$ cat src/rtl/bist_pkg.sv
package bist_pkg;

    // Control strobes from the sequencer to the datapath
    typedef struct packed {
        logic load;    // hold generators at their seeds
        logic step;    // advance generators one pattern
        logic cmp_en;  // a response is due on cut_y this cycle
        logic done;    // schedule finished
    } bist_ctl_t;

    // Fibonacci feedback masks of maximal-length polynomials, bit w-1 is the top stage
    function automatic logic [31:0] tap_mask(input int w);
        case (w)
            4:       return 32'h0000_000C;
            5:       return 32'h0000_0014;
            6:       return 32'h0000_0030;
            7:       return 32'h0000_0060;
            8:       return 32'h0000_00B8;
            9:       return 32'h0000_0110;
            10:      return 32'h0000_0240;
            12:      return 32'h0000_0829;
            16:      return 32'h0000_D008;
            default: return 32'h0000_0000;
        endcase
    endfunction

    function automatic logic [31:0] lfsr_next(input logic [31:0] s, input int w);
        logic [31:0] keep;
        logic        fb;
        keep = (32'h1 << w) - 32'h1;
        fb   = ^(s & tap_mask(w));
        return ((s << 1) | {31'b0, fb}) & keep;
    endfunction

    function automatic logic [31:0] lfsr_after(input logic [31:0] seed, input int w, input int n);
        logic [31:0] s;
        s = seed;
        for (int i = 0; i < n; i++) s = lfsr_next(s, w);
        return s;
    endfunction

    // Expected unit response for pattern k
    function automatic logic [63:0] expected_product(input logic [31:0] seed_a,
                                                     input logic [31:0] seed_b,
                                                     input int w, input int k);
        logic [63:0] a;
        logic [63:0] b;
        a = {32'b0, lfsr_after(seed_a, w, k)};
        b = {32'b0, lfsr_after(seed_b, w, k)};
        return a * b;
    endfunction

endpackage

$ cat src/rtl/bist_lfsr.sv
module bist_lfsr #(
    parameter int             W    = 8,
    parameter logic [W-1:0]   SEED = '1
) (
    input  logic         clk,
    input  logic         rst,
    input  logic         load,
    input  logic         step,
    output logic [W-1:0] state
);
    localparam logic [31:0] TAPS = bist_pkg::tap_mask(W);

    logic [W-1:0] nxt;

    always_comb nxt = {state[W-2:0], ^(state & TAPS[W-1:0])};

    always_ff @(posedge clk) begin
        if (rst || load)
            state <= SEED;
        else if (step)
            state <= nxt;
    end

    // A maximal-length register seeded non-zero never reaches the lock-up state
    assert_lfsr_nonzero_R1: assert property (@(posedge clk) disable iff (rst)
        state != '0);

endmodule

$ cat src/rtl/bist_ctrl.sv
module bist_ctrl #(
    parameter  int NUM_PAT = 16,
    parameter  int LAT     = 2,
    localparam int AW      = (NUM_PAT > 1) ? $clog2(NUM_PAT) : 1
) (
    input  logic                 clk,
    input  logic                 rst,
    input  logic                 test_en,
    output bist_pkg::bist_ctl_t  ctl,
    output logic [AW-1:0]        cmp_addr
);
    localparam int LIMIT = NUM_PAT + LAT;
    localparam int TW    = $clog2(LIMIT + 1);

    // One counter schedules stepping, table address and completion
    logic [TW-1:0] tick;

    always_ff @(posedge clk) begin
        if (rst || !test_en)
            tick <= '0;
        else if (int'(tick) != LIMIT)
            tick <= tick + 1'b1;
    end

    always_comb begin
        ctl.load   = !test_en;
        ctl.step   = test_en && (int'(tick) < NUM_PAT);
        ctl.cmp_en = test_en && (int'(tick) >= LAT) && (int'(tick) < LIMIT);
        ctl.done   = test_en && (int'(tick) == LIMIT);
        cmp_addr   = AW'(int'(tick) - LAT);
    end

    // completion persists while the run is held
    assert_done_hold_R7: assert property (@(posedge clk) disable iff (rst)
        (ctl.done && test_en) |=> (ctl.done || !test_en));

    // no stepping once completion is reached
    assert_no_step_after_done_R8: assert property (@(posedge clk) disable iff (rst)
        ctl.done |-> !ctl.step);

endmodule

$ cat src/rtl/bist_rom_cmp.sv
module bist_rom_cmp #(
    parameter  int           W       = 8,
    parameter  int           NUM_PAT = 16,
    parameter  logic [W-1:0] SEED_A  = '1,
    parameter  logic [W-1:0] SEED_B  = '1,
    localparam int           PW      = 2 * W,
    localparam int           AW      = (NUM_PAT > 1) ? $clog2(NUM_PAT) : 1
) (
    input  logic          clk,
    input  logic          rst,
    input  logic          test_en,
    input  logic          cmp_en,
    input  logic [AW-1:0] addr,
    input  logic [PW-1:0] cut_y,
    output logic          pass_flag
);
    logic [PW-1:0] rom [NUM_PAT];
    logic [PW-1:0] exp_y;
    logic          mismatch;

    for (genvar i = 0; i < NUM_PAT; i++) begin : g_rom
        localparam logic [63:0] ENTRY =
            bist_pkg::expected_product(32'(SEED_A), 32'(SEED_B), W, i);
        assign rom[i] = ENTRY[PW-1:0];
    end

    // Table is only addressed when a response is due
    always_comb begin
        exp_y    = cmp_en ? rom[addr] : '0;
        mismatch = cmp_en && (cut_y != exp_y);
    end

    always_ff @(posedge clk) begin
        if (rst || !test_en)
            pass_flag <= 1'b1;
        else if (mismatch)
            pass_flag <= 1'b0;
    end

    // a failure is kept until the run ends
    assert_fail_sticky_R6: assert property (@(posedge clk) disable iff (rst)
        (test_en && !pass_flag) |=> !pass_flag);

    // normal mode always reports pass
    assert_normal_pass_R9: assert property (@(posedge clk) disable iff (rst)
        !test_en |=> pass_flag);

endmodule

$ cat src/rtl/selftest_mul_wrap.sv
module selftest_mul_wrap #(
    parameter  int              OP_W    = 8,
    parameter  int              NUM_PAT = 16,
    parameter  int              CUT_LAT = 2,
    parameter  logic [OP_W-1:0] SEED_A  = OP_W'(32'h5A),
    parameter  logic [OP_W-1:0] SEED_B  = OP_W'(32'hC3),
    localparam int              PW      = 2 * OP_W
) (
    input  logic            clk,
    input  logic            rst,
    input  logic            test_en,
    input  logic [OP_W-1:0] pi_a,
    input  logic [OP_W-1:0] pi_b,
    input  logic [PW-1:0]   cut_y,
    output logic [OP_W-1:0] cut_a,
    output logic [OP_W-1:0] cut_b,
    output logic            pass_flag,
    output logic            done
);
    localparam int AW = (NUM_PAT > 1) ? $clog2(NUM_PAT) : 1;

    bist_pkg::bist_ctl_t ctl;
    logic [AW-1:0]       cmp_addr;
    logic [OP_W-1:0]     gen_a;
    logic [OP_W-1:0]     gen_b;

    bist_ctrl #(.NUM_PAT(NUM_PAT), .LAT(CUT_LAT)) u_ctrl (
        .clk      (clk),
        .rst      (rst),
        .test_en  (test_en),
        .ctl      (ctl),
        .cmp_addr (cmp_addr)
    );

    bist_lfsr #(.W(OP_W), .SEED(SEED_A)) u_gen_a (
        .clk   (clk),
        .rst   (rst),
        .load  (ctl.load),
        .step  (ctl.step),
        .state (gen_a)
    );

    bist_lfsr #(.W(OP_W), .SEED(SEED_B)) u_gen_b (
        .clk   (clk),
        .rst   (rst),
        .load  (ctl.load),
        .step  (ctl.step),
        .state (gen_b)
    );

    bist_rom_cmp #(.W(OP_W), .NUM_PAT(NUM_PAT), .SEED_A(SEED_A), .SEED_B(SEED_B)) u_check (
        .clk       (clk),
        .rst       (rst),
        .test_en   (test_en),
        .cmp_en    (ctl.cmp_en),
        .addr      (cmp_addr),
        .cut_y     (cut_y),
        .pass_flag (pass_flag)
    );

    // Shared operand path: test patterns or primary inputs
    always_comb begin
        cut_a = test_en ? gen_a : pi_a;
        cut_b = test_en ? gen_b : pi_b;
        done  = ctl.done;
    end

    // a run always opens with the seed pair
    assert_seed_on_start_R3: assert property (@(posedge clk) disable iff (rst)
        $rose(test_en) |-> (cut_a == SEED_A && cut_b == SEED_B));

    // operands frozen once the schedule completes
    assert_freeze_R8: assert property (@(posedge clk) disable iff (rst)
        (done && $past(done)) |-> ($stable(cut_a) && $stable(cut_b)));

endmodule

$ cat config.mk
export PLATFORM = sky130hd
export DESIGN_NAME = selftest_mul_wrap
export DESIGN_NICKNAME = d
export VERILOG_FILES = /design/src/rtl/bist_pkg.sv /design/src/rtl/bist_lfsr.sv /design/src/rtl/bist_ctrl.sv /design/src/rtl/bist_rom_cmp.sv /design/src/rtl/selftest_mul_wrap.sv
export SDC_FILE = /design/constraint.sdc
export NUM_CORES = 1
export LEC_CHECK = 0
export BUFFER_PORTS_ARGS = -buffer_cell sky130_fd_sc_hd__buf_2
export CORE_ASPECT_RATIO = 0.9
export CORE_UTILIZATION = 48
export DETAILED_ROUTE_END_ITERATION = 7
export PLACE_DENSITY_LB_ADDON = 0.3
export SLEW_MARGIN = 10
export SYNTH_ARGS = -nofsm -noshare
export SYNTH_HDL_FRONTEND = slang
export SYNTH_SLANG_ARGS = --single-unit
$ cat constraint.sdc
create_clock -name clk -period 2.6 [get_ports clk]
set_input_delay 0.52 -clock clk [delete_from_list [all_inputs] [get_ports clk]]
set_output_delay 0.52 -clock clk [all_outputs]
set_load 0.01 [all_outputs]
# ---- After elaboration in Yosys (flattened, before gate mapping)
# Memory sizes are Yosys's and may differ from the RTL's.
# Cells that the tools add are included.
dict set report word_totals {
  out_inout_bits 18
  mem_bits_ro 256
  in_bits 35
  word_cells 29
  n_memories 1
  regBits 22
}
dict set report classes {
  order_cmp 4
  bitwise_logic 1
  mux 5
  addsub 2
  eq_ne 3
  reduce_logical 9
}
# memory depth width read_ports rd_clocked_by_memory_dff wr line_no
set memory_table {}
lappend memory_table {{(name not given)} 16 16 1 0 0 bist_rom_cmp.sv:29} ;# exp_y = cmp_en ? rom[addr] : '0;
# operator n
set op_table {}
lappend op_table {{16-bit 2-to-1 mux} 3}
lappend op_table {{8-bit 2-to-1 mux} 2}
lappend op_table {{16-bit inequality test} 1}
lappend op_table {{8-bit XOR reduction} 2}
lappend op_table {{5-bit less-than comparator (second input constant)} 2}
lappend op_table {{5-bit by 1-bit adder with 5-bit output (second input constant)} 1}
lappend op_table {{5-bit == test (second input constant)} 1}
lappend op_table {{5-bit by 2-bit greater-or-equal comparator with 1-bit output (second input constant)} 1}
lappend op_table {{5-bit greater-or-equal comparator (second input constant)} 1}
lappend op_table {{1-bit logical AND} 5}
lappend op_table {{5-bit inequality test (second input constant)} 1}
lappend op_table {{4-bit NOT with 5-bit output} 1}
lappend op_table {{4-bit by 2-bit subtractor with 4-bit output (second input constant)} 1}
lappend op_table {{1-bit logical NOT} 1}
lappend op_table {{1-bit logical OR} 1}

# ---- Depth between registers and ports, before layout
# Gate-level depths: netlist (run 1).
dict set report logic_depth {
  word_depth 8
  mapped_depth 12
}

# ---- Cells and area by module
# From an unflattened synthesis (run 1), not the netlist that was laid out.
dict set report hier_totals {
  cells_unflattened 253
  hier_area_um2 2165.8
}
# mod cells_per_inst seq_area_each_um2 instances area_each_um2
set modules_own_cells {}
lappend modules_own_cells {bist_rom_cmp 126 20.0 1 857.1}
lappend modules_own_cells {{bist_lfsr at u_gen_b} 37 160.2 1 376.6}
lappend modules_own_cells {{bist_lfsr at u_gen_a} 36 160.2 1 360.3}
lappend modules_own_cells {bist_ctrl 36 100.1 1 322.8}
lappend modules_own_cells {selftest_mul_wrap 18 0.0 1 249.0}

# ---- Least setup slack after synthesis (run 1)
# OpenSTA, ideal clock, no wires.
dict set report synth_path {
  path_kind {flip-flop to flip-flop}
  start {reg u_ctrl.tick[1]}
  end {reg u_check.pass_flag}
  period_less_slack_ns 2.566
  t_arrival_ns 2.446
  setup_slack_ns 0.034
  path_buffers 1
  stages_incl_launch_ff 11
  path_cell_list {dfxtp_1 -> inv_1 -> ha_1 -> clkbuf_1 -> mux2_2 -> mux2_2 -> xor2_1 -> a22oi_1 -> o32ai_1 -> o211ai_1 -> o21ai_1}
}
dict set report synth_via {
  elab_chain_cells 8
  elab_cells_between_ends 12
  cone_classes {1 x add/sub; 2 x order compare; 1 x eq/ne; 3 x mux; 1 x bitwise; 3 x reduce/logical; 1 x memory}
}
# item line_no
set synth_rtl {}
lappend synth_rtl {{start: declaration} bist_ctrl.sv:16} ;# logic [TW-1:0] tick;
lappend synth_rtl {{start signal: assignment} bist_ctrl.sv:22} ;# tick <= tick + 1'b1;
lappend synth_rtl {{4-bit by 2-bit subtractor with 4-bit output} bist_ctrl.sv:30} ;# cmp_addr = AW'(int'(tick) - LAT);
lappend synth_rtl {{4-bit NOT with 5-bit output (not written as such)} bist_rom_cmp.sv:29}
lappend synth_rtl {{memory 16 x 16 bit} n/a}
lappend synth_rtl {{16-bit 2-to-1 mux (not written as such) (2 in a row)} bist_rom_cmp.sv:29}
lappend synth_rtl {{16-bit 2-to-1 mux} bist_rom_cmp.sv:29}
lappend synth_rtl {{16-bit inequality test} bist_rom_cmp.sv:30} ;# mismatch = cmp_en && (cut_y != exp_y);
lappend synth_rtl {{1-bit logical AND (*)} bist_rom_cmp.sv:30}
lappend synth_rtl {{end signal: assignment} bist_rom_cmp.sv:35} ;# pass_flag <= 1'b1;
lappend synth_rtl {{end signal: assignment} bist_rom_cmp.sv:37} ;# pass_flag <= 1'b0;
lappend synth_rtl {{end: declaration} bist_rom_cmp.sv:15} ;# output logic pass_flag
# Mark *: on every way between the ends. The rest lies on a longest branch, timed or not. The select of a mux whose other input is x is not followed.
# A chain may end at the register's enable or synchronous reset.

# ---- Worst setup path in the final report (run 1)
dict set report layout_path {
  start {reg u_ctrl.tick[2]}
  end {reg u_check.pass_flag}
}
# Same word-level chain as after synthesis.

==> results.sh, run 1 <==
export IMPL_cts_tree="done"
export IMPL_path_depth=9
export IMPL_drtIter0Drc=151
export IMPL_cts_sinks=22
export IMPL_dp_cells=325
export IMPL_fin_skew_ns=0.00191
export IMPL_yosys_cell_types_count=50
export IMPL_critPathArrivalTime_ns=2.59
export IMPL_avgSynthCellArea_um2=8.72
export IMPL_critPathLaunchType="register"
export IMPL_cts_buffers=3
export IMPL_drc=0
export IMPL_critPathKind="register to register"
export IMPL_crit_path_end_kind="register"
export IMPL_cts_root_buffer="clkbuf_8"
export IMPL_yosysSeqAreaShare=0.220
export IMPL_io_pins=53
export IMPL_finalMaxSlewViolations=0
export IMPL_grt_use_total=0.209
export IMPL_final_setup_viol_count=0
export IMPL_die_h_um=63.3
export IMPL_grt_pass1_wl_um=7650
export IMPL_drive_above_1_share=0.339
export IMPL_cp_slowest_cell="ha_1"
export IMPL_cts_setup_buffers=0
export IMPL_r2r_setup_slack_ns=0.21
export IMPL_crit_path_max_fanout=11
export IMPL_fin_crit_sh=0.921
export IMPL_crit_reg2reg_launch="u_ctrl.tick[2]$_SDFFE_PP0N_"
export IMPL_crit_buf_inv=1
export IMPL_worstMarginPinSlew_ns=0.608
export IMPL_diodes=0
export IMPL_synthesis_instances=230
export IMPL_syn_area_um2=2010
export IMPL_power_density_nw_per_um2=352
export IMPL_avgRoutedWirePerCell_um=13.4
export IMPL_grt_pass1_vias=1695
export IMPL_syn_num_nets=276
export IMPL_fp_dieW_um=70.1
export IMPL_hold_class="register to register"
export IMPL_cp_cell_sequence="inv_1 > ha_1 > mux2_1 > mux2i_1 > nand2b_1 > a211oi_1 > o211a_2 > nand4b_1 > o21ai_1"
export IMPL_max_stage_delay_ns=0.49
export IMPL_crit_required_ns=2.80
export IMPL_grt_max_degree=20
export IMPL_synth_top_area_frac=0.220
export IMPL_hold_depth=2
export IMPL_place_congestion=0.841
export IMPL_ir_drop_uv=269
export IMPL_min_delay_worst_endpoint="u_gen_b.state[0]$_SDFFE_PP1P_"
export IMPL_vias=1832
export IMPL_path_delay_family="multiplexers"
export IMPL_initial_core_util=0.519
export IMPL_synth_main_ff_cell="dfxtp_1"
export IMPL_synth_edf_count=0
export IMPL_relSlewSlack=0.594
export IMPL_rsz0062_at_grt="false"
export IMPL_reg2reg_to="u_check.pass_flag$_SDFFE_PP1P_"
export IMPL_port_buffers=52
export IMPL_final_hold_viol_count=0
export IMPL_synth_area_leaders="dfxtp_1, mux2_2, mux2i_1, ha_1, xnor2_1"
export IMPL_first_pass_iters=5
export IMPL_die_area_um2=4440
export IMPL_hold_buffers=0
export IMPL_netlist_top_cell_by_area="dfxtp_1"
export IMPL_r2r_cells=9
export IMPL_core_area_um2=3860
export IMPL_overflow=0
export IMPL_yosysWarnings=0
export IMPL_p_leak_nw=0.972
export IMPL_htreeDepth=1
export IMPL_ys_ff_latch=22
export IMPL_min_from="u_gen_b.state[0]$_SDFFE_PP1P_"
export IMPL_max_cap_viol_count=0
export IMPL_syn_to_final_growth_pct=20.0
export IMPL_clk_latency_ns=0.26
export IMPL_via_per_inst=5.57
export IMPL_antenna_found_initial=0
export IMPL_async_flop_share=0
export IMPL_drtAntennaViolNets=0
export IMPL_synth_top_cells_by_count="mux2i_1, dfxtp_1, mux2_2, nor2_1, nand2_1"
export IMPL_status="completed"
export IMPL_fin_crit_ns=2.39
export IMPL_clock_path_buffers=2
export IMPL_final_cells=329
export IMPL_hpwl_um=3390
export IMPL_core_rowCount=21
export IMPL_tns_ns=0
export IMPL_drt_wl_total_um=4400
export IMPL_layout_nets=330
export IMPL_clk_pin_slew_ns=0.08
export IMPL_synth_most_common_cell="mux2i_1"
export IMPL_cts_resized=0
export IMPL_fmax_mhz=418
## per-stage QoR
step           setup WS, ns   util  total power [W]  hold slack (ns)  instance area [um^2]
2_1_floorplan        0.0343      -         0.000527            0.459                  2010
3_3_place_gp          0.272  0.609         0.000606            0.485                  2350
3_5_place_dp          0.253  0.609         0.000608            0.496                  2350
4_1_cts               0.228  0.623         0.000850            0.506                  2410
5_1_grt              0.0469  0.623         0.000892            0.542                  2410
6_report              0.206  0.623         0.000846            0.500                  2410
## per-layer routing
layer,global-route usage,up-vias,share of wire
li1,-,927,-
met1,0.312,842,0.51
met2,0.321,59,0.44
met3,0.0448,4,0.046
met4,0.0150,0,0.0039
met5,0,-,0
## power breakdown
group	internal, W	switching, W	total (W)	leakage [nW]
clock	0.000135	0.000108	0.000243	0.0288
combinational	0.000122	0.000123	0.000244	0.763
sequential	0.000349	0.00000993	0.000359	0.180
## registers in the layout, indices dropped and copies added, names as in the netlist
name and count:
u_gen_a.state 8, u_gen_b.state 8, u_ctrl.tick 5, u_check.pass_flag 1
## cells by family (layout without fill, tap and decap cells)
| logic type | after synthesis | after routing | share of synthesized area |
|---|---|---|---|
| XOR/XNOR | 18 | 18 | 0.0861 |
| flip-flops | 22 | 22 | 0.220 |
| multiplexers | 47 | 47 | 0.257 |
| adder cells (fa/ha/maj) | 11 | 11 | 0.0686 |
| buffers and inverters | 20 | 73 | 0.0462 |
| AND/OR/NAND/NOR | 75 | 75 | 0.190 |
| AO/OA/AOI/OAI | 37 | 37 | 0.133 |
## worst max-delay path by stage
stage | start | end
detailed placement | u_ctrl.tick[2]$_SDFFE_PP0N_ | u_check.pass_flag$_SDFFE_PP1P_
CTS | u_ctrl.tick[2]$_SDFFE_PP0N_ | u_check.pass_flag$_SDFFE_PP1P_
floorplan | u_ctrl.tick[1]$_SDFFE_PP0N_ | u_check.pass_flag$_SDFFE_PP1P_
finish | u_ctrl.tick[2]$_SDFFE_PP0N_ | u_check.pass_flag$_SDFFE_PP1P_
global placement | u_ctrl.tick[2]$_SDFFE_PP0N_ | u_check.pass_flag$_SDFFE_PP1P_
global route | u_ctrl.tick[2]$_SDFFE_PP0N_ | u_check.pass_flag$_SDFFE_PP1P_
## worst min-delay path, delay by kind of cell, from the launching register on
kind	cells	cell delay, ns
flip-flops	1	0.32
AO/OA/AOI/OAI	1	0.07
AND/OR/NAND/NOR	1	0.06
## cell type report
cell class | count | area, um^2
clock buffers | 4 | 55.1
fillers | 362 | 1460
inverters | 5 | 18.8
multi-input cells | 188 | 1470
flip-flops and latches | 22 | 440
well taps | 46 | 57.6
repair buffers | 64 | 363
## cell usage in the layout, fill, tap and decap left out, types with 3 or more instances in the layout
master,netlist,layout
nand3_1,4,4
nor3_1,8,8
nor2_1,18,18
dfxtp_1,22,22
xor2_1,3,3
xnor2_1,13,13
mux2_2,21,21
a21oi_1,7,7
clkbuf_8,0,4
mux2i_1,23,23
inv_1,5,5
o21ai_0,5,5
nand2_1,15,15
nor2b_1,3,3
ha_1,11,11
buf_2,1,52
nand2b_1,11,11
o32ai_1,3,3
o211ai_1,3,3
buf_4,2,11
(Power assumes the default switching activity.)
==> run 2, diff against run 1 <==
- ABC_AREA: unset -> 1
- CELL_PAD_IN_SITES_DETAIL_PLACEMENT: unset -> 1
- CELL_PAD_IN_SITES_GLOBAL_PLACEMENT: unset -> 2
- CORE_UTILIZATION: 48 -> 24
==> results.sh, run 2 <==
export IMPL_power_total_w=0.000838
export IMPL_synthAdderAreaFrac=0.0659
export IMPL_htreeDepth=1
export IMPL_final_common_cell="nand2_1"
export IMPL_p_leak_nw=1.29
export IMPL_grtUsageMet3=0.0193
export IMPL_final_hold_viol_count=0
export IMPL_synth_top_family_by_area="simple AND/OR/NAND/NOR gates"
export IMPL_grt_use_met1=0.222
export IMPL_max_stage_delay_ns=0.33
export IMPL_drtAntennaViolNets=0
export IMPL_initial_core_util=0.254
export IMPL_diodes=0
export IMPL_ys_ff_latch=22
export IMPL_dp_cells=520
export IMPL_cts_root_buffer="clkbuf_8"
export IMPL_final_setup_viol_count=0
export IMPL_timing_final_ws_setup_ns=0.274
export IMPL_reg2reg_to="u_check.pass_flag$_SDFFE_PP1P_"
export IMPL_cts_buffers=3
export IMPL_worstMarginPinSlew_ns=0.443
export IMPL_grt_pass1_vias=2254
export IMPL_crit_required_ns=2.08
export IMPL_fmax_mhz=430
export IMPL_grt_max_degree=27
export IMPL_place_congestion=0.795
export IMPL_clock_path_buffers=2
export IMPL_reg_top3="u_gen_a.state x8, u_gen_b.state x8, u_ctrl.tick x5"
export IMPL_min_delay_worst_endpoint="u_gen_a.state[1]$_SDFFE_PP1P_"
export IMPL_finalMaxSlewViolations=0
export IMPL_critPathLaunchType="register"
export IMPL_yosysSeqAreaShare=0.211
export IMPL_status="completed"
export IMPL_synth_most_common_cell="nand2_1"
export IMPL_die_area_um2=9070
export IMPL_grt_use_total=0.151
export IMPL_r2r_setup_slack_ns=0.30
export IMPL_hold_class="register to register"
export IMPL_clk_pin_slew_ns=0.08
export IMPL_cts_tree="done"
export IMPL_crit_top_cell="inv_1"
export IMPL_cts_setup_buffers=0
export IMPL_synthesis_instances=357
export IMPL_hold_buffers=0
export IMPL_nFillCells=1115
export IMPL_via_per_inst=4.35
export IMPL_syn_num_nets=403
export IMPL_first_pass_iters=4
export IMPL_core_area_um2=8220
export IMPL_hpwl_um=5150
export IMPL_hold_depth=2
export IMPL_clk_latency_ns=0.26
export IMPL_gr_usage_met2=0.233
export IMPL_synth_main_ff_cell="dfxtp_1"
export IMPL_grt_pass1_wl_um=11000
export IMPL_fin_crit_sh=0.895
export IMPL_dpl_worst_slack_ns=0.250
export IMPL_crit_buf_inv=4
export IMPL_tns_ns=0
export IMPL_crit_path_end_kind="output pin"
export IMPL_syn_to_final_growth_pct=20.6
export IMPL_synth_area_leaders="nand2_1, dfxtp_1, ha_1, o21ai_0, inv_1"
export IMPL_synth_mux_area_frac=0
export IMPL_yosys_cell_types_count=27
export IMPL_cts_resized=0
export IMPL_drc=0
export IMPL_vias=2275
export IMPL_synth_top_cells_by_count="nand2_1, inv_1, nor2_1, o21ai_0, dfxtp_1"
export IMPL_syn_area_um2=2090
export IMPL_fin_skew_ns=0.00147
export IMPL_cp_slowest_cell="dfxtp_1"
export IMPL_fp_dieW_um=100
export IMPL_synth_edf_count=0
export IMPL_yosysWarnings=0
export IMPL_synth_top_area_frac=0.264
export IMPL_crit_path_max_fanout=7
export IMPL_power_density_nw_per_um2=333
export IMPL_relSlewSlack=0.704
export IMPL_synth_compound_area_share=0.124
export IMPL_overflow=0
export IMPL_crit_reg2reg_launch="u_ctrl.tick[2]$_SDFFE_PP0N_"
export IMPL_netlist_top_cell_by_area="nand2_1"
export IMPL_port_buffers=52
export IMPL_core_rowCount=31
export IMPL_ir_drop_uv=162
export IMPL_critPathArrivalTime_ns=1.81
export IMPL_final_cells=523
export IMPL_path_delay_family="buffers and inverters"
export IMPL_avgRoutedWirePerCell_um=12.3
export IMPL_layout_common_cells="nand2_1, buf_2, inv_1"
export IMPL_cp_cell_sequence="inv_2 > ha_1 > inv_1 > nor4_2 > inv_1 > nor2_1 > buf_2"
export IMPL_synth_simple_gate_area_share=0.444
export IMPL_cts_sinks=22
export IMPL_synth_xor_area_frac=0.0378
export IMPL_r2r_cells=16
export IMPL_drt_wl_total_um=6430
export IMPL_async_flop_share=0
export IMPL_die_h_um=90.5
export IMPL_avgSynthCellArea_um2=5.85
export IMPL_layout_nets=456
export IMPL_drtIter0Drc=129
export IMPL_busiest_layer="met2"
export IMPL_drive_above_1_share=0.228
export IMPL_critPathKind="register to output pin"
export IMPL_min_from="u_gen_a.state[1]$_SDFFE_PP1P_"
export IMPL_max_cap_viol_count=0
export IMPL_rsz0062_at_grt="false"
export IMPL_antenna_found_initial=0
export IMPL_fin_crit_ns=2.33
export IMPL_io_pins=53
==> run 2: changes by cell type after synthesis, sizes merged, moves of 23 or more <==
cell / delta
nand2: +145
mux2i: -23
mux2: -23
inv: +29
o21ai: +26
==> run 2: power by group <==
part	total, W	switching, W	internal [W]
combinational	0.000260	0.000158	0.000103
sequential	0.000362	0.0000108	0.000351
clock	0.000216	0.000112	0.000103
total	0.000838	0.000281	0.000557
==> run 2: how the worst max path moves through the flow <==
stage	slack (ns)	depth (start not counted)	start	to
global route	0.007	16	u_ctrl.tick[2]$_SDFFE_PP0N_	u_check.pass_flag$_SDFFE_PP1P_
finish	0.27	7	u_ctrl.tick[0]$_SDFFE_PP0N_	done
floorplan	0.52	16	u_ctrl.tick[1]$_SDFFE_PP0N_	u_check.pass_flag$_SDFFE_PP1P_
detailed placement	0.25	17	u_ctrl.tick[2]$_SDFFE_PP0N_	u_check.pass_flag$_SDFFE_PP1P_
CTS	0.02	7	u_ctrl.tick[0]$_SDFFE_PP0N_	done
global placement	0.31	17	u_ctrl.tick[2]$_SDFFE_PP0N_	u_check.pass_flag$_SDFFE_PP1P_
==> run 2: through the flow <==
stage	util	cell area, um^2	hold WS (ns)
4_1_cts	0.305	2500	0.484
3_3_place_gp	0.300	2460	0.448
3_5_place_dp	0.300	2460	0.463
5_1_grt	0.306	2520	0.517
6_report	0.306	2520	0.477
2_1_floorplan	-	2090	0.439
==> run 2: routing by layer <==
layer	share of wire	up-vias
met2	0.43	30
li1	-	1217
met5	0	-
met4	0.0067	0
met3	0.029	2
met1	0.54	1026
==> run 2: area by class of cell <==
class	instances	area [um^2]	share of cell area
tap	115	144	0.0572
inverter	34	131	0.0522
timing repair buffer	64	350	0.139
clock buffer	3	41.3	0.0164
sequential	22	442	0.176
multi-input combinational	285	1410	0.559
==> run 2: cells by family (layout without fill, tap and decap cells) <==
logic type	Yosys count	after routing
buffers and inverters	50	101
xor gates and xnor gates	9	9
adders and majority gates	11	11
AOI/OAI and AO/OA	49	49
DFF	22	22
and+or+nand+nor	216	216
==> run 2: worst reg2reg max path: stages (launching register included) <==
cell,delay [ns]
dfxtp_2,0.42
inv_1,0.13
ha_1,0.35
clkinvlp_4,0.22
nand2_1,0.15
nand2_1,0.09
nand2_1,0.13
nand2_1,0.09
o21ai_1,0.13
nand2_1,0.09
nor2_1,0.09
nand2_1,0.05
nor2_1,0.10
nand2_1,0.06
nand2_1,0.05
nand2_1,0.05
nand2_1,0.05
==> run 3, diff against run 2 <==
- CORE_UTILIZATION: 24 -> 25
- SYNTH_HIERARCHICAL: unset -> 1
==> results.sh, run 3 <==
export IMPL_clk_latency_ns=0.26
export IMPL_hold_class="register to register"
export IMPL_syn_to_final_growth_pct=13.0
export IMPL_synth_top_area_frac=0.268
export IMPL_synth_edf_count=0
export IMPL_netlist_top_cell_by_area="nand2_1"
export IMPL_core_rowCount=33
export IMPL_synthesis_instances=399
export IMPL_vias=2441
export IMPL_final_setup_viol_count=0
export IMPL_route_met2_wl_um=2860
export IMPL_yosys_cell_types_count=32
export IMPL_io_pins=53
export IMPL_reg_top3="u_gen_a/state x8, u_gen_b/state x8, u_ctrl/tick x5"
export IMPL_wl_met3_um=122
export IMPL_grt_max_degree=20
export IMPL_overflow=0
export IMPL_cts_sinks=22
export IMPL_fin_crit_ns=2.33
export IMPL_synth_main_ff_cell="dfxtp_1"
export IMPL_via_per_inst=4.38
export IMPL_initial_core_util=0.256
export IMPL_cts_root_buffer="clkbuf_8"
export IMPL_critPathLaunchType="register"
export IMPL_crit_required_ns=2.81
export IMPL_first_pass_iters=4
export IMPL_dp_cells=553
export IMPL_final_common_cell="nand2_1"
export IMPL_drive_above_1_share=0.223
export IMPL_p_leak_nw=1.42
export IMPL_drc=0
export IMPL_tns_ns=0
export IMPL_cts_tree="done"
export IMPL_clock_path_buffers=2
export IMPL_drtIter0Drc=79
export IMPL_critPathArrivalTime_ns=2.55
export IMPL_crit_path_end_kind="register"
export IMPL_relSlewSlack=0.703
export IMPL_max_cap_viol_count=0
export IMPL_place_congestion=0.778
export IMPL_drtAntennaViolNets=0
export IMPL_grt_pass1_vias=2351
export IMPL_fmax_mhz=429
export IMPL_synth_area_leaders="nand2_1, dfxtp_1, inv_1, nand3_1, ha_1"
export IMPL_grt_use_total=0.140
export IMPL_yosysSeqAreaShare=0.189
export IMPL_avgRoutedWirePerCell_um=11.7
export IMPL_yosysWarnings=6
export IMPL_rsz0062_at_grt="false"
export IMPL_die_area_um2=9700
export IMPL_hpwl_um=5450
export IMPL_port_buffers=52
export IMPL_die_h_um=93.5
export IMPL_r2r_setup_slack_ns=0.27
export IMPL_fin_crit_sh=0.897
export IMPL_cts_buffers=3
export IMPL_final_cells=557
export IMPL_critPathKind="register to register"
export IMPL_ys_ff_latch=22
export IMPL_status="completed"
export IMPL_clk_pin_slew_ns=0.08
export IMPL_nFillCells=1225
export IMPL_ir_drop_uv=158
export IMPL_worstMarginPinSlew_ns=0.445
export IMPL_diodes=0
export IMPL_core_area_um2=9080
export IMPL_dr_max_layer_used="met4"
export IMPL_syn_area_um2=2330
export IMPL_finalMaxSlewViolations=0
export IMPL_avgSynthCellArea_um2=5.83
export IMPL_drt_wl_total_um=6500
export IMPL_grt_pass1_wl_um=11200
export IMPL_antenna_found_initial=0
export IMPL_synth_most_common_cell="nand2_1"
export IMPL_fp_dieW_um=104
export IMPL_syn_num_nets=445
export IMPL_layout_common_cells="nand2_1, buf_2, inv_1"
export IMPL_async_flop_share=0
export IMPL_final_hold_viol_count=0
export IMPL_power_density_nw_per_um2=333
export IMPL_hold_buffers=0
export IMPL_htreeDepth=1
export IMPL_crit_path_max_fanout=14
export IMPL_layout_nets=482
export IMPL_synth_top_cells_by_count="nand2_1, inv_1, nand3_1, nor2_1, dfxtp_1"
export IMPL_wl_met1_um=3500
export IMPL_fin_skew_ns=0.00115
-- run 3: changes by cell type after synthesis, moves of 6 or more --
cell	previous run	this run
buf_4	0	17
nand3_1	14	29
o21ai_0	24	7
nand2_1	147	166
inv_1	30	39
xnor2_1	7	1
-- run 3: final timing paths --
check / startpoint / to / depth (start not counted)
setup / recovery: u_ctrl/tick[2]$_SDFFE_PP0N_ / u_check/pass_flag$_SDFFE_PP1P_ / 16
hold / removal: u_check/pass_flag$_SDFFE_PP1P_ / u_check/pass_flag$_SDFFE_PP1P_ / 2
setup reg to reg: u_ctrl/tick[2]$_SDFFE_PP0N_ / u_check/pass_flag$_SDFFE_PP1P_ / 16
hold reg to reg: u_check/pass_flag$_SDFFE_PP1P_ / u_check/pass_flag$_SDFFE_PP1P_ / 2
-- run 3: repair_timing --
action	4_1_cts	5_1_grt
endpoints found under the setup margin	0	1
setup buffers	0	0
resized for setup	0	1
endpoints found under the hold margin	0	0
-- run 3: routing by layer --
metal / vias up / track usage
li1: 1297 / -
met1: 1116 / 0.200
met2: 26 / 0.226
met3: 2 / 0.0216
met4: 0 / 0.0179
met5: - / 0
-- run 3: metrics by stage --
step	utilization	hold slack (ns)	instance area [um^2]	power, W	setup WS [ns]
floorplan	-	0.451	2330	0.000562	0.666
global placement	0.283	0.440	2570	0.000633	0.315
detailed placement	0.283	0.443	2570	0.000638	0.284
CTS	0.289	0.462	2630	0.000894	0.260
global route	0.289	0.499	2630	0.000939	0.00285
finish	0.289	0.463	2630	0.000874	0.267
-- run 3: cell type report --
| type | count | area [um^2] | area share |
|---|---|---|---|
| Tap cell | 122 | 153 | 0.0581 |
| Sequential cell | 22 | 440 | 0.168 |
| Inverter | 51 | 210 | 0.0800 |
| Clock buffer | 4 | 55.1 | 0.0209 |
| Multi-Input combinational cell | 298 | 1440 | 0.547 |
| Timing Repair Buffer | 60 | 333 | 0.127 |
-- run 3: cell families (layout without fill, tap and decap cells) --
group,Yosys count,after routing,share of synthesized area
AND/OR/NAND/NOR,246,246,0.446
buffers and inverters,79,115,0.193
AO/OA/AOI/OAI,38,38,0.101
flip-flops,22,22,0.189
adder cells (fa/ha/maj),11,11,0.0591
XOR/XNOR,3,3,0.0113
-- run 3: report_power, final --
group          internal, W  total [W]  switching, W  leakage (nW)
clock network     0.000135   0.000249      0.000114        0.0288
logic             0.000101   0.000264      0.000164          1.21
registers         0.000349   0.000361     0.0000121         0.180
-- run 3: critical path: stages, from the launching register on --
cell	delay (ns)
dfxtp_1	0.41
inv_1	0.10
ha_1	0.27
inv_1	0.34
buf_4	0.21
nand2_1	0.07
nand3_1	0.13
nand3_1	0.09
nand2_1	0.06
nand2_1	0.05
nor2_1	0.18
nand2_1	0.08
nor2_1	0.09
nand2_1	0.05
nand2_1	0.05
nand2_1	0.05
nand2_1	0.05
